--- config.mk ---
export PLATFORM = sky130hd
export DESIGN_NAME = pcih_bus_ctrl
export DESIGN_NICKNAME = d
export VERILOG_FILES = /design/src/rtl/pcih_pkg.sv /design/src/rtl/pcih_rst_sync.sv /design/src/rtl/pcih_req_ctrl.sv /design/src/rtl/pcih_lock_trk.sv /design/src/rtl/pcih_tgt_fsm.sv /design/src/rtl/pcih_bus_ctrl.sv
export SDC_FILE = /design/constraint.sdc
export NUM_CORES = 1
export LEC_CHECK = 0
export BUFFER_PORTS_ARGS = -buffer_cell sky130_fd_sc_hd__buf_2
export CAP_MARGIN = 20
export CORE_MARGIN = 2
export CORE_UTILIZATION = 40
export DETAILED_ROUTE_END_ITERATION = 12
export SYNTH_ARGS = -nofsm -noshare
export SYNTH_HDL_FRONTEND = slang
export SYNTH_SLANG_ARGS = --single-unit
--- constraint.sdc ---
create_clock -name clk_i -period 1.06 [get_ports clk_i]
set_input_delay 0.212 -clock clk_i [delete_from_list [all_inputs] [get_ports clk_i]]
set_output_delay 0.212 -clock clk_i [all_outputs]
set_load 0.005 [all_outputs]
--- src/rtl/pcih_pkg.sv ---
package pcih_pkg;
  typedef enum logic [1:0] {
    TS_IDLE  = 2'd0,
    TS_WAIT  = 2'd1,
    TS_DATA  = 2'd2,
    TS_RETRY = 2'd3
  } tgt_state_e;
endpackage

--- src/rtl/pcih_rst_sync.sv ---
module pcih_rst_sync #(
  parameter int unsigned STAGES = 2
) (
  input  logic clk_i,
  input  logic rst_ni,
  output logic rst_sync_no
);
  logic [STAGES-1:0] shift_q;

  always_ff @(posedge clk_i or negedge rst_ni) begin
    if (!rst_ni) shift_q <= '0;
    else         shift_q <= {shift_q[STAGES-2:0], 1'b1};
  end

  assign rst_sync_no = shift_q[STAGES-1];
endmodule

--- src/rtl/pcih_req_ctrl.sv ---
module pcih_req_ctrl (
  input  logic clk_i,
  input  logic rst_ni,
  input  logic need_i,
  input  logic gnt_i,
  input  logic stop_req_i,
  input  logic sleep_i,
  input  logic srst_i,
  output logic req_o
);
  logic req_q, req_d, blocked;

  assign blocked = stop_req_i | sleep_i | srst_i;

  // once raised, only the grant clears the request
  always_comb begin
    if (req_q) req_d = ~gnt_i;
    else       req_d = need_i & ~blocked & ~gnt_i;
  end

  always_ff @(posedge clk_i or negedge rst_ni) begin
    if (!rst_ni) req_q <= 1'b0;
    else         req_q <= req_d;
  end

  assign req_o = req_q;
endmodule

--- src/rtl/pcih_lock_trk.sv ---
module pcih_lock_trk #(
  parameter int unsigned ID_W = 4
) (
  input  logic            clk_i,
  input  logic            rst_ni,
  input  logic            addr_i,
  input  logic            hit_i,
  input  logic            frame_i,
  input  logic            lock_i,
  input  logic [ID_W-1:0] init_id_i,
  output logic            retry_o
);
  logic            locked_q, pend_q;
  logic [ID_W-1:0] owner_q, pend_id_q;
  logic            foreign;

  assign foreign = locked_q & (init_id_i != owner_q);
  assign retry_o = foreign;

  // pending: address phase seen with LOCK idle on a normal access
  always_ff @(posedge clk_i or negedge rst_ni) begin
    if (!rst_ni) begin
      pend_q    <= 1'b0;
      pend_id_q <= '0;
    end else begin
      pend_q <= addr_i & hit_i & ~lock_i & ~foreign;
      if (addr_i) pend_id_q <= init_id_i;
    end
  end

  always_ff @(posedge clk_i or negedge rst_ni) begin
    if (!rst_ni) begin
      locked_q <= 1'b0;
      owner_q  <= '0;
    end else if (pend_q && lock_i) begin
      locked_q <= 1'b1;
      owner_q  <= pend_id_q;
    end else if (locked_q && !frame_i && !lock_i) begin
      locked_q <= 1'b0;
    end
  end
endmodule

--- src/rtl/pcih_tgt_fsm.sv ---
module pcih_tgt_fsm
  import pcih_pkg::*;
#(
  parameter int unsigned TGT_WAIT = 2
) (
  input  logic clk_i,
  input  logic rst_ni,
  input  logic addr_i,
  input  logic hit_i,
  input  logic retry_i,
  input  logic frame_i,
  input  logic irdy_i,
  output logic devsel_o,
  output logic trdy_o,
  output logic stop_o
);
  localparam int unsigned CNT_W = (TGT_WAIT > 1) ? $clog2(TGT_WAIT) : 1;
  localparam logic [CNT_W-1:0] CNT_LAST = CNT_W'((TGT_WAIT > 0) ? TGT_WAIT - 1 : 0);

  tgt_state_e state_q, state_d, claim_st;
  logic [CNT_W-1:0] cnt_q, cnt_d;

  generate
    if (TGT_WAIT == 0) begin : g_no_wait
      assign claim_st = TS_DATA;
    end else begin : g_wait
      assign claim_st = TS_WAIT;
    end
  endgenerate

  always_comb begin
    state_d = state_q;
    cnt_d   = cnt_q;
    unique case (state_q)
      TS_IDLE: begin
        cnt_d = '0;
        if (addr_i && hit_i) state_d = retry_i ? TS_RETRY : claim_st;
      end
      TS_WAIT: begin
        if (cnt_q == CNT_LAST) state_d = TS_DATA;
        else                   cnt_d = cnt_q + 1'b1;
      end
      TS_DATA:  if (irdy_i && !frame_i) state_d = TS_IDLE;
      TS_RETRY: if (irdy_i && !frame_i) state_d = TS_IDLE;
      default:  state_d = TS_IDLE;
    endcase
  end

  always_ff @(posedge clk_i or negedge rst_ni) begin
    if (!rst_ni) begin
      state_q <= TS_IDLE;
      cnt_q   <= '0;
    end else begin
      state_q <= state_d;
      cnt_q   <= cnt_d;
    end
  end

  assign devsel_o = (state_q != TS_IDLE);
  assign trdy_o   = (state_q == TS_DATA);
  assign stop_o   = (state_q == TS_RETRY);
endmodule

--- src/rtl/pcih_bus_ctrl.sv ---
module pcih_bus_ctrl #(
  parameter int unsigned ID_W        = 4,
  parameter int unsigned TGT_WAIT    = 2,
  parameter int unsigned SYNC_STAGES = 2
) (
  input  logic            clk_i,
  input  logic            rst_ni,
  input  logic            frame_i,
  input  logic            irdy_i,
  input  logic            trdy_i,
  input  logic            lock_i,
  input  logic            gnt_i,
  input  logic            hit_i,
  input  logic [ID_W-1:0] init_id_i,
  input  logic            bus_need_i,
  input  logic            stop_req_i,
  input  logic            sleep_i,
  input  logic            srst_i,
  output logic            req_o,
  output logic            devsel_o,
  output logic            stop_o,
  output logic            trdy_o,
  output logic            done_o
);
  logic rst_n_int, frame_q, done_q, addr_ph, retry;

  pcih_rst_sync #(.STAGES(SYNC_STAGES)) u_rst (
    .clk_i(clk_i), .rst_ni(rst_ni), .rst_sync_no(rst_n_int)
  );

  always_ff @(posedge clk_i or negedge rst_n_int) begin
    if (!rst_n_int) begin
      frame_q <= 1'b0;
      done_q  <= 1'b0;
    end else begin
      frame_q <= frame_i;
      done_q  <= irdy_i & trdy_i;
    end
  end

  assign addr_ph = frame_i & ~frame_q;
  assign done_o  = done_q;

  pcih_req_ctrl u_req (
    .clk_i(clk_i), .rst_ni(rst_n_int), .need_i(bus_need_i), .gnt_i(gnt_i),
    .stop_req_i(stop_req_i), .sleep_i(sleep_i), .srst_i(srst_i), .req_o(req_o)
  );

  pcih_lock_trk #(.ID_W(ID_W)) u_lock (
    .clk_i(clk_i), .rst_ni(rst_n_int), .addr_i(addr_ph), .hit_i(hit_i),
    .frame_i(frame_i), .lock_i(lock_i), .init_id_i(init_id_i), .retry_o(retry)
  );

  pcih_tgt_fsm #(.TGT_WAIT(TGT_WAIT)) u_tgt (
    .clk_i(clk_i), .rst_ni(rst_n_int), .addr_i(addr_ph), .hit_i(hit_i),
    .retry_i(retry), .frame_i(frame_i), .irdy_i(irdy_i),
    .devsel_o(devsel_o), .trdy_o(trdy_o), .stop_o(stop_o)
  );
endmodule

==> flow_summary.toml <==
[logic_synthesis]
synthCells = 57
synth_compound_area_share_pct = 7.035
syn-num-nets = 73
yosys-top-cells-area = "dfrtp_1, mux2_2, xnor2_1"
ys_seq_elements = 18
synth.distinct_cells = 23
synth.avg_cell_area_um2 = 13.10
synthMuxAreaShare_pct = 13.57
yosys_warnings = 0
netlist_area_um2 = 747.0
synth_top_family_by_area = "multiplexers"
yosys.area_share.xor_xnor_pct = 4.690
synth_largest_area_cell = "dfrtp_1"
netlist.area_leader.share_pct = 60.30
synth_adder_area_share_pct = 0
ys_seq_area_share_pct = 60.30
yosys.area_share.simple_pct = 12.90

[route]
wl_per_cell_um = 12.87
first_pass_iters = 4
routed_wl_mm = 1.467
ant_nets = 0
via_count = 545
drc = 0
drtIter0Drc = 4
vias_per_cell = 4.781

[worst_setup_path]
cp_slowest_stage_delay_ns = 0.42
cp.arrival_ns = 1.09
worstPathRequired_ns = 0.85
crit_fanout = 3
crit_slowest_cell = "dfrtp_1"
end_kind = "primary output"
worst_setup_path_start_kind = "flip-flop"
critical_path_class = "reg2out"
crit_chain = "or2_4 -> buf_6"

[timing]
finalSetupTns_ns = -1.307
final_hold_viol_count = 0
rsz0062_at_grt = "true"
fin_crit_ns = 1.300
setup_ws_ns = -0.2398
clock-skew-final_ns = 0.005340
max_freq_ghz = 0.7694
final_max_slew_viol_count = 0
setup_viol = 11
finalCritPeriodShare_pct = 122.6

[grt]
grt-ovfl-total = 0
grt_first_pass_wirelength_mm = 2.346
track_usage_pct = 15.92
grt_max_degree = 17
grt_pass1_vias = 565
antenna_found_initial = 0

[placed_design]
gp_congestion = 0.6829
portBuffers = 20
dp_cells = 105
dp_hpwl_mm = 1.002
placed_area_um2 = 903.4

[floorplan]
start_util_pct = 42.80
io_pins = 21
core-area_um2 = 1745
dieArea_um2 = 2229
row_count = 15
die_x_um = 47.22
fp.dieH_um = 47.22

[cts]
cts_tree = "built"
cts_buffer_depth = 2
clk_latency_ns = 0.29
numCtsBuffers = 3
clk_pin_slew_ns = 0.10
cts_root_buf = "clkbuf_4"
cts_max_level = 1
cts.sinks = 18

[power]
power.leakage_nw = 0.5385
irDropWorstVdd_mv = 1.144
power_frac_comb_pct = 39.5
switching_power_mw = 0.6230
power_density_nw_per_um2 = 2078
power.share.switching_pct = 27.84
p_clk_share_pct = 18.5
total_power_mw = 2.238
p_seq_share_pct = 42.0
cellInternalPower_mw = 1.615

[hold_path]
hold_class = "in2reg"

[run_status]
status = "complete, but fails checks"
failed_checks = "setup timing"

[final_layout]
final_nets = 106
fillers = 162
fin_util_pct = 61.72
antenna_cells = 0
final_layout_size_suffix_gt1_share_pct = 58.43
stdcell_area_um2 = 1077
syn_to_final_growth_pct = 44.22
layoutNonFillerInstCount = 114

[run]
maxCapViolCount = 0
cell usage in the layout (no fill, tap or decap):
| cell type | count |
|---|---|
| a211oi_2 | 1 |
| inv_2 | 1 |
| and2b_2 | 1 |
| nor2_1 | 2 |
| o22ai_1 | 1 |
| nor4b_1 | 1 |
| buf_4 | 3 |
| mux2_4 | 5 |
| a31o_1 | 1 |
| nand2_4 | 1 |
| nand2_1 | 1 |
| buf_2 | 17 |
| conb_1 | 1 |
| nor4bb_4 | 1 |
| inv_1 | 1 |
| or2_4 | 1 |
| xnor2_1 | 2 |
| and2_4 | 1 |
| clkbuf_4 | 3 |
| mux2_2 | 4 |
| o21ba_1 | 1 |
| buf_6 | 7 |
| and2_1 | 1 |
| dlygate4sd3_1 | 1 |
| nand2_2 | 2 |
| nor2b_1 | 1 |
| clkbuf_8 | 1 |
| a21oi_1 | 3 |
| xnor2_2 | 2 |
| o21ai_0 | 1 |
| nand4_1 | 1 |
| dfrtp_1 | 18 |
| and2b_4 | 1 |
critical path: cells and delay by family (launching register included):
kind / cells / cell delay [ns]
buf+inv: 1 / 0.11
flops: 1 / 0.42
simple gates: 1 / 0.26
flip-flops by register name, summed over array words and instances, names as in the netlist:
register          flops
u_lock.owner_q        4
u_lock.pend_id_q      4
u_tgt.cnt_q           1
u_rst.shift_q         2
frame_q               1
u_lock.locked_q       1
done_o                1
u_req.req_o           1
u_lock.pend_q         1
u_tgt.state_q         2
repair_timing:
action | in CTS | in global routing
hold endpoints to repair | 2 | 0
endpoints found under the setup margin | 10 | 15
gates resized for setup | 15 | 8
hold buffers | 1 | 0
pin swaps | 5 | 1
buffers inserted | 4 | 0
per-stage QoR:
step / hold slack (ns) / setup slack [ns]
after global routing: 0.05725 / -0.2867
after floorplan: -0.08359 / -0.001116
after CTS: 0.04975 / -0.2411
final: 0.06443 / -0.2398
after global placement: -0.001720 / -0.04830
after detailed placement: -0.001416 / -0.06120
worst paths after layout:
kind | startpoint | end | slack (ns) | cells past startpoint
max | u_tgt.state_q[1] | devsel_o | -0.24 | 2
min | gnt_i | u_req.req_o | 0.06 | 2
max reg2reg | u_tgt.state_q[0] | u_tgt.state_q[1] | -0.15 | 4
min reg2reg | u_rst.shift_q[1] | u_tgt.cnt_q | 0.18 | 1
max in group asynchronous | u_rst.shift_q[1] | u_lock.pend_id_q[1] | 0.70 | 1
min in group asynchronous | u_rst.shift_q[1] | u_tgt.cnt_q | 0.18 | 1
per-layer routing:
metal	part of all wire (%)	global-route usage, %	vias up
li1	-	-	258
met1	38	16.55	261
met2	56	28.77	22
met3	4.8	5.769	4
met4	1.3	6.667	0
met5	0	0	-
layout make-up:
class / instances / area, um^2 / share of cell area [%]
repair buffers: 28 / 196.4 / 18.23
clock buffers: 4 / 36.28 / 3.368
inverters: 2 / 7.507 / 0.6969
multi-input cells: 37 / 355.3 / 32.99
flip-flops and latches: 18 / 450.4 / 41.81
well taps: 25 / 31.28 / 2.904
synth_stat cells:
cell type / count
o22ai_1: 1
a31o_1: 1
o21ba_1: 1
inv_1: 2
and2_2: 1
conb_1: 1
xnor2_1: 4
or2_2: 1
nand4_1: 1
a211oi_1: 1
and2b_1: 1
dfrtp_1: 18
mux2_1: 1
o21ai_0: 1
a21oi_1: 3
and2b_2: 1
nor4b_1: 1
mux2_2: 8
nand2_1: 4
nor2_1: 2
nor2b_1: 1
nor4bb_2: 1
and2_1: 1
power groups by stage:
stage / Sequential, mW / Clock [mW] / Combinational [mW]
after CTS: 0.932 / 0.435 / 0.774
after detailed placement: 0.941 / 0 / 0.532
final: 0.940 / 0.414 / 0.884
after global placement: 0.937 / 0 / 0.517
after global routing: 0.960 / 0.457 / 0.961
after floorplan: 0.947 / 0 / 0.307
cells by family (layout without fill, tap and decap cells):
logic type	Yosys count	count (layout)
AOI/OAI and AO/OA	8	8
xor gates and xnor gates	4	4
buffers and inverters	2	34
DFF	18	18
muxes	9	9
other	1	1
and+or+nand+nor	15	15
(Power assumes the default switching activity.)
